==> config.mk <==
export PLATFORM = sky130hd
export DESIGN_NAME = txdma_ctl_status
export DESIGN_NICKNAME = d
export VERILOG_FILES = /design/src/rtl/txdma_pkg.sv /design/src/rtl/txdma_chan.sv /design/src/rtl/txdma_err.sv /design/src/rtl/txdma_ctl_status.sv
export SDC_FILE = /design/constraint.sdc
export NUM_CORES = 1
export LEC_CHECK = 0
export BUFFER_PORTS_ARGS = -buffer_cell sky130_fd_sc_hd__buf_4
export CORE_MARGIN = 4
export CORE_UTILIZATION = 55
export DETAILED_ROUTE_END_ITERATION = 8
export PLACE_DENSITY = 0.76
export SLEW_MARGIN = 40
export SYNTH_ARGS = -nofsm -noshare
export SYNTH_HDL_FRONTEND = slang
export SYNTH_SLANG_ARGS = --single-unit
==> constraint.sdc <==
create_clock -name clk -period 4.4 [get_ports clk]
set_input_delay 0.22 -clock clk [delete_from_list [all_inputs] [get_ports clk]]
set_output_delay 0.22 -clock clk [all_outputs]
set_load 0.05 [all_outputs]
==> src/rtl/txdma_pkg.sv <==
package txdma_pkg;
  localparam int NCH = 8;
  localparam int AW  = 12;

  typedef enum logic [1:0] {
    MODE_OFF = 2'b00,
    MODE_EOF = 2'b01,
    MODE_RUN = 2'b10,
    MODE_RSV = 2'b11
  } mode_e;

  localparam logic [4:0]    SUB_CFG  = 5'h00;
  localparam logic [4:0]    SUB_CRED = 5'h04;
  localparam logic [4:0]    SUB_BUF  = 5'h08;
  localparam logic [AW-1:0] STS_ADDR = 12'h110;
  localparam logic [AW-1:0] ERR_ADDR = 12'h118;

  // defined error bits: 31, 30, 16:9, 7:0
  localparam logic [31:0] ERR_MASK = 32'hC001_FEFF;

  function automatic logic [31:0] w1c_next(input logic [31:0] cur,
                                           input logic [31:0] clr,
                                           input logic [31:0] set);
    return ((cur & ~clr) | set) & ERR_MASK;
  endfunction
endpackage

==> src/rtl/txdma_chan.sv <==
module txdma_chan
  import txdma_pkg::*;
#(
  parameter int CW = 8
) (
  input  logic          clk,
  input  logic          rst_n,
  input  logic          cfg_we,
  input  logic          cred_we,
  input  logic [1:0]    cfg_mode_in,
  input  logic          cfg_cren_in,
  input  logic [CW-1:0] cred_in,
  input  logic          credit_ret,
  input  logic          req_want,
  input  logic          frame_start,
  input  logic          frame_end,
  input  logic          fifo_full,
  output logic          req_issue,
  output logic          running,
  output logic          in_frame,
  output logic          cren,
  output logic          mode_run,
  output logic [1:0]    mode_o,
  output logic [CW-1:0] cred,
  output logic          credit_err,
  output logic          empty,
  output logic          nopend
);
  localparam logic [CW-1:0] CMAX = {CW{1'b1}};

  function automatic logic [CW-1:0] cred_step(input logic [CW-1:0] c,
                                              input logic up,
                                              input logic dn);
    logic [CW-1:0] r;
    r = c;
    if (up && !dn && c != CMAX) r = c + 1'b1;
    else if (dn && !up && c != '0) r = c - 1'b1;
    return r;
  endfunction

  mode_e mode_q;
  logic  cren_q, frm_q;
  logic [CW-1:0] cred_q;
  logic  is_eof, cnt_issue;

  assign mode_run  = (mode_q == MODE_RUN);
  assign is_eof    = (mode_q == MODE_EOF);
  assign running   = mode_run | (is_eof & frm_q);
  assign req_issue = req_want & running & (~cren_q | (cred_q != '0));
  assign cnt_issue = req_issue & cren_q;

  always_ff @(posedge clk or negedge rst_n) begin
    if (!rst_n) begin
      mode_q <= MODE_OFF;
      cren_q <= 1'b0;
      cred_q <= '0;
      frm_q  <= 1'b0;
    end else begin
      if (cfg_we) begin
        mode_q <= mode_e'(cfg_mode_in);
        cren_q <= cfg_cren_in;
      end
      if (cred_we) cred_q <= cred_in;
      else         cred_q <= cred_step(cred_q, credit_ret, cnt_issue);
      if (!(mode_run || is_eof))          frm_q <= 1'b0;
      else if (frame_start && mode_run)   frm_q <= 1'b1;
      else if (frame_end)                 frm_q <= 1'b0;
    end
  end

  assign in_frame   = frm_q;
  assign cren       = cren_q;
  assign mode_o     = mode_q;
  assign cred       = cred_q;
  assign credit_err = fifo_full & (cred_q != '0);
  assign empty      = ~frm_q;
  assign nopend     = ~(req_want & running);
endmodule

==> src/rtl/txdma_err.sv <==
module txdma_err
  import txdma_pkg::*;
(
  input  logic        clk,
  input  logic        rst_n,
  input  logic [31:0] clr_mask,
  input  logic [31:0] set_vec,
  output logic [31:0] err_q
);
  always_ff @(posedge clk or negedge rst_n) begin
    if (!rst_n) err_q <= '0;
    else        err_q <= w1c_next(err_q, clr_mask, set_vec);
  end
endmodule

==> src/rtl/txdma_ctl_status.sv <==
module txdma_ctl_status
  import txdma_pkg::*;
#(
  parameter int CW = 8
) (
  input  logic          clk,
  input  logic          rst_n,
  input  logic          reg_wr,
  input  logic [AW-1:0] reg_addr,
  input  logic [31:0]   reg_wdata,
  output logic [31:0]   reg_rdata,
  input  logic [NCH-1:0] credit_ret,
  input  logic [NCH-1:0] req_want,
  output logic [NCH-1:0] req_issue,
  input  logic [NCH-1:0] frame_start,
  input  logic [NCH-1:0] frame_end,
  input  logic [NCH-1:0] fifo_full,
  input  logic [NCH-1:0] act_cmd,
  input  logic [NCH-1:0] rbuf_full,
  input  logic          addr_err,
  input  logic          short_xfer,
  output logic [NCH-1:0] ch_idle
);
  logic       in_ch;
  logic [2:0] ch_sel;
  logic [4:0] sub;
  assign in_ch  = (reg_addr[AW-1:8] == '0);
  assign ch_sel = reg_addr[7:5];
  assign sub    = reg_addr[4:0];

  logic [NCH-1:0] cfg_we_v, cred_we_v, cren_v, run_v, frm_v, mode_run_v;
  logic [NCH-1:0] cerr_v, empty_v, nopend_v, ovf_v;
  logic [NCH-1:0][1:0]    mode_v;
  logic [NCH-1:0][CW-1:0] cred_v;

  for (genvar c = 0; c < NCH; c++) begin : g_ch
    assign cfg_we_v[c]  = reg_wr & in_ch & (ch_sel == 3'(c)) & (sub == SUB_CFG);
    assign cred_we_v[c] = reg_wr & in_ch & (ch_sel == 3'(c)) & (sub == SUB_CRED);
    txdma_chan #(.CW(CW)) u_chan (
      .clk(clk), .rst_n(rst_n),
      .cfg_we(cfg_we_v[c]), .cred_we(cred_we_v[c]),
      .cfg_mode_in(reg_wdata[31:30]), .cfg_cren_in(reg_wdata[3]),
      .cred_in(reg_wdata[CW-1:0]),
      .credit_ret(credit_ret[c]), .req_want(req_want[c]),
      .frame_start(frame_start[c]), .frame_end(frame_end[c]),
      .fifo_full(fifo_full[c]),
      .req_issue(req_issue[c]), .running(run_v[c]), .in_frame(frm_v[c]),
      .cren(cren_v[c]), .mode_run(mode_run_v[c]), .mode_o(mode_v[c]),
      .cred(cred_v[c]), .credit_err(cerr_v[c]),
      .empty(empty_v[c]), .nopend(nopend_v[c])
    );
  end

  assign ovf_v   = act_cmd & rbuf_full;
  assign ch_idle = empty_v & nopend_v;

  logic [31:0] err_set, clr_mask, err_q;
  assign err_set  = {addr_err, short_xfer, 13'b0, ovf_v, 1'b0, cerr_v};
  assign clr_mask = (reg_wr && reg_addr == ERR_ADDR) ? reg_wdata : 32'h0;

  txdma_err u_err (
    .clk(clk), .rst_n(rst_n),
    .clr_mask(clr_mask), .set_vec(err_set), .err_q(err_q)
  );

  always_comb begin
    reg_rdata = '0;
    if (in_ch) begin
      if (sub == SUB_CFG) begin
        reg_rdata[31:30] = mode_v[ch_sel];
        reg_rdata[3]     = cren_v[ch_sel];
      end else if (sub == SUB_CRED) begin
        reg_rdata[CW-1:0] = cred_v[ch_sel];
      end else if (sub == SUB_BUF) begin
        reg_rdata[1:0] = {run_v[ch_sel], frm_v[ch_sel]};
      end
    end else if (reg_addr == STS_ADDR) begin
      reg_rdata = {empty_v, nopend_v, 16'h0};
    end else if (reg_addr == ERR_ADDR) begin
      reg_rdata = err_q;
    end
  end
endmodule

== Word-level counts from Yosys, hierarchy flattened ==
Index checks and enable logic that the tools add are counted.

* Word-level logic and storage cells: 358
* Input port bits: 105
* Bits in registers: 114
* Output and inout port bits: 48

* Equality and inequality tests: 43
* Add/subtract/negate cells: 16
* Multiplexer cells: 71
* Reduce and logical (&&, ||, !) cells: 84
* Bitwise logic cells: 110
* Magnitude comparators: 1

{| class="wikitable"
|+ Operators with widths
! operator !! number
|-
| $mux 8 || 26
|-
| $mux 32 || 3
|-
| $and 1x1->1 || 65
|-
| $add 8x1->8 const B || 8
|-
| $ne 8x8->1 const B || 8
|-
| $reduce_bool 8->1 || 8
|-
| $sub 8x1->8 const B || 8
|-
| $logic_and 1x1->1 || 41
|-
| $and 32x32->32 || 1
|-
| $not 32->32 || 1
|-
| $or 32x32->32 || 1
|-
| $mux 1 || 28
|-
| $bmux 8 s3 || 1
|-
| $eq 12x9->1 const B || 2
|-
| $ne 3x3->1 const B || 8
|-
| $not 1->1 || 24
|-
| $reduce_bool 3->1 || 8
|-
| $mux 22 || 1
|-
| $and 8x8->8 || 2
|-
| $eq 2x1->1 const B || 8
|-
| $eq 2x2->1 const B || 8
|-
| $logic_not 1->1 || 16
|-
| $or 1x1->1 || 16
|-
| $eq 3x3->1 const B || 4
|-
| 15 further kinds || 29
|}

== Depth between registers and ports, before layout ==
* Word-level depth: 11
* Mapped depth: 13
* Mapped depth without buffers: 13

== Hierarchy ==
From an unflattened synthesis, not the netlist that was laid out.

* Cells, all modules: 1163
* Area total of the unflattened synthesis: 10746.6 µm²

{| class="wikitable"
|+ By module, submodules not included
! module !! cells each !! area each (µm²) !! sequential area each (µm²) !! times used
|-
| txdma_chan (g_ch[0].u_chan ...) || 109 || 1029.7 || 300.3 || 5
|-
| txdma_chan (g_ch[5].u_chan ...) || 109 || 1027.2 || 300.3 || 3
|-
| txdma_ctl_status || 222 || 1754.2 || 0.0 || 1
|-
| txdma_err || 69 || 762.0 || 450.4 || 1
|}

== Worst setup path before layout ==
OpenSTA, ideal clock, no wires.

* Path kind: flip-flop to flip-flop
* From: register g_ch[2].u_chan.cred_q[1]
* To: register g_ch[2].u_chan.cred_q[7]
* Data arrival time: 3.131 ns
* Period minus slack after synthesis: 3.256 ns
* Data required time: 4.275 ns
* Path slack: 1.144 ns
* Cell stages (with the launch flop): 11
* Cells stage by stage: dfrtp_1 > or4_1 > or2_4 > a31oi_4 > inv_1 > ha_1 > or3_1 > o211ai_1 > mux2i_4 > xnor2_1 > mux2_2

* Longest elaborated chain between the ends: 9
* Elaborated cells between the ends (all ways): 16
* Those cells by class: 2 x add/sub; 1 x eq/ne; 3 x mux; 3 x bitwise; 7 x reduce/logical

{| class="wikitable"
|+ RTL lines
! item !! line !! text
|-
| from (decl) || txdma_chan.sv:43 || <nowiki>logic [CW-1:0] cred_q;</nowiki>
|-
| from (signal assigned) || txdma_chan.sv:63 || <nowiki>if (cred_we) cred_q <= cred_in;</nowiki>
|-
| from (signal assigned) || txdma_chan.sv:64 || <nowiki>else cred_q <= cred_step(cred_q, credit_ret, cnt_issue);</nowiki>
|-
| $reduce_bool 8->1 || txdma_chan.sv:37, txdma_chan.sv:49 ||
|-
| $or 1x1->1 || txdma_chan.sv:49 || <nowiki>assign req_issue = req_want & running & (~cren_q | (cred_q != '0));</nowiki>
|-
| $and 1x1->1 || txdma_chan.sv:49 ||
|-
| $and 1x1->1 || txdma_chan.sv:50 || <nowiki>assign cnt_issue = req_issue & cren_q;</nowiki>
|-
| $logic_not 1->1 || txdma_chan.sv:36 || <nowiki>if (up && !dn && c != CMAX) r = c + 1'b1;</nowiki>
|-
| $logic_and 1x1->1 (2 in a row) || txdma_chan.sv:36 ||
|-
| $mux 8 || txdma_chan.sv:36 ||
|-
| $mux 8 || txdma_chan.sv:63 ||
|}

Several ways; a longest one is shown, not always the timed one. The select of a mux whose other input is x is not followed.
A chain may end at the register's enable or synchronous reset.

== Final worst setup path ==
* From: register g_ch[2].u_chan.cred_q[0]
* To: register g_ch[2].u_chan.cred_q[7]

The elaborated chain is that of the path after synthesis.

==> out/qor.txt <==
outcome - completed
Multi-input gate area - 6100 um2
Peak supply drop - 0.302 mV
EDFF count, synth - 0
Critical Path RT - 4.70 ns
CTS HTree Levels - 4
total power - 6160 uW
CP arrival - 3.93 ns
share of layout cells above drive strength 1 - 21.4%
R2R Path Start - g_ch[2].u_chan.cred[0]
fin cells - 1317
Worst Hold Class - in -> reg
Worst slew margin - 55.8%
die area - 19100 um2
most common cell in the synthesized netlist - dfrtp_1
die width - 138 um
CTS buffer count - 17
post-DP HPWL - 20.2 mm
I/O pin cnt - 153
Post-Syn Area - 9300 um2
Layout Area Growth over Synthesis - 19.4%
syn avg cell area - 9.68 um2
Final period util - 82.4%
Main synth FF type - dfrtp_1
Compound-Gate Fraction of Synth Area - 13.6%
cell total after placement - 1282
RSZ-0062 raised after global routing - false
register area share after synthesis - 30.7%
Leak - 0.00498 uW
GRT Overall Usage - 28.5%
Crit Path Category - reg -> reg
TNS Setup - 0 ns
crit path launch type - flop
Mapped Cells - 961
Max clock buf depth - 2
Clk pin slew, worst setup/hold paths - 0.05 ns
wire per inst - 20.6 um
Netlist cell types - 62
via count - 8082
clock skew - 0.00577 ns
Setup crit end kind - flop
GP Congestion - 0.925
XOR/XNOR Fraction of Synth Area - 5.27%
largest area contributor in the netlist - dfrtp_1
first-pass GRT wire length - 43.3 mm
CP startpoint - g_ch[2].u_chan.cred[0]
row count - 47
hold_sp - fifo_full[1]
fillers - 1351
Die Ht - 138 um
Congestion Overflow GR - 0
worst-case reg-to-reg path depth - 11
Fin. Hold Viols - 0
Synth area leaders - dfrtp_1, ha_1, mux2i_1
largest net degree at the start of global routing - 63
drt initial violations - 535
vias in the first global route - 8003
worst hold path cell count - 2
IO Port Bufs - 137
final slew viol count - 0
synthesis-stage register bit count - 114
maximum clock rate - 276 MHz
Setup Fix Bufs, Post-CTS - 0
Initial Util - 56.1%
CTS Sinks - 114
main combinational cell family by area after synthesis - multiplexers
Synth Area in Adders - 11.4%
Storage cell area - 2850 um2
Synth top cells by count - dfrtp_1, a21oi_1, nor2_1, nand2_1
Mapped Nets - 1146
simple-gate share of the synthesized area - 17.4%
initial antenna violation count - 1
multiplexer share of the synthesized area - 17.8%
residual DRC count - 0
final setup vio count - 0
worst slew pin tran - 0.663 ns
worst-path fanout max - 8
post-route ant nets - 0
total wire length - 27.1 mm
CTS tree - done
Final nets - 1269
core box area - 16600 um2
clock latency on the worst-skew pair - 0.42 ns
CTS root buffer - clkbuf_16
fraction of registers with async set/reset - 100%
n_diodes - 0
DR vias/cell - 6.14
top cell type's share of synthesized area - 30.7%
max cap viols - 0
min Tclk post-route - 3.63 ns
Syn. warnings - 0
drt pass-1 iters - 5
Pwr Density - 555 nW/um2
==> routing by layer <==
metal / part of all wire (%) / track usage [%]
met1: 43 / 38.7
met2: 47 / 44.8
met3: 7.5 / 6.18
met4: 3.3 / 11.6
met5: 0 / 0
==> layout make-up <==
cell class              count  share of cell area, %
inverters                  41                   1.39
multi-input cells         766                   54.9
repair buffers            144                   9.83
clock buffers              21                   4.06
flip-flops and latches    114                   25.7
well taps                 220                   2.48
clock inverters            11                   1.66
==> final timing paths <==
path | end | slack, ns
max | g_ch[2].u_chan.cred[7] | 0.77
min | u_err.err_q[1] | 0.02
max reg2reg | g_ch[2].u_chan.cred[7] | 0.77
min reg2reg | u_err.err_q[31] | 0.48
max in group asynchronous | g_ch[3].u_chan.cred[3] | 3.18
min in group asynchronous | g_ch[1].u_chan.mode_o[0] | 0.37
==> cells in the final DEF, fill, tap and decap left out, types with 4 or more instances in the layout <==
cell	count
fa_1	8
inv_1	41
a22o_1	16
o2111ai_1	12
and2_1	12
ha_1	72
nor2b_1	15
mux2i_1	72
mux4_2	25
mux2_2	9
clkbuf_16	17
mux2_1	16
bufinv_16	5
o211ai_1	17
nor2_1	87
nand4_1	18
nand3_1	20
nor4_1	5
nand2_1	79
nor2_2	4
dfrtp_1	114
a21oi_1	102
o21ai_0	23
nor3_1	9
xor2_1	23
or3_1	7
clkinv_2	5
xnor2_1	33
or4_1	12
nand2b_1	10
a21o_1	6
buf_4	140
==> sequential cells by signal (all words and copies together) (netlist names) <==
signal / cells
g_ch.u_chan.cred: 64
u_err.err_q: 18
g_ch.u_chan.mode_o: 16
g_ch.u_chan.cren: 8
g_ch.u_chan.in_frame: 8
==> where the power goes <==
group,leakage [uW],internal [uW],switching [uW]
clock,0.000315,1010,491
sequential,0.00131,1370,555
combinational,0.00335,1420,1300
total,0.00498,3810,2350
==> through the flow <==
step	worst slack (ns)	hold WS, ns	cell area (um2)	utilization (%)
2_1_floorplan	1.14	-0.0756	9300	-
3_3_place_gp	0.902	0.365	10400	62.9
3_5_place_dp	0.867	0.374	10400	62.9
4_1_cts	0.751	0.0127	11100	67.0
5_1_grt	0.481	0.0119	11100	67.0
6_report	0.774	0.0231	11100	67.0
==> critical path, stage by stage, from the launching register on <==
cell and delay, ns:
dfrtp_1 0.48, or4_1 0.55, or2_4 0.28, a31oi_4 0.33, inv_1 0.24, ha_1 0.42, nand3_1 0.13, o2111ai_1 0.22
o211ai_1 0.20, mux2i_4 0.24, xnor2_1 0.14, mux2_2 0.28
==> cells by family after synthesis <==
| family | count (synthesis) |
|---|---|
| simple gates | 306 |
| compound gates | 197 |
| mux | 126 |
| flops | 114 |
| buf+inv | 81 |
| fa+ha+maj | 80 |
| xor+xnor | 56 |
| other cells | 1 |
==> repair_timing <==
action | in CTS | in global routing
endpoints found under the hold margin | 62 | 0
gates resized for setup | 0 | 0
setup endpoints to repair | 0 | 0
hold buffers | 3 | 0
No activity file was read; power rests on OpenSTA's default activity.
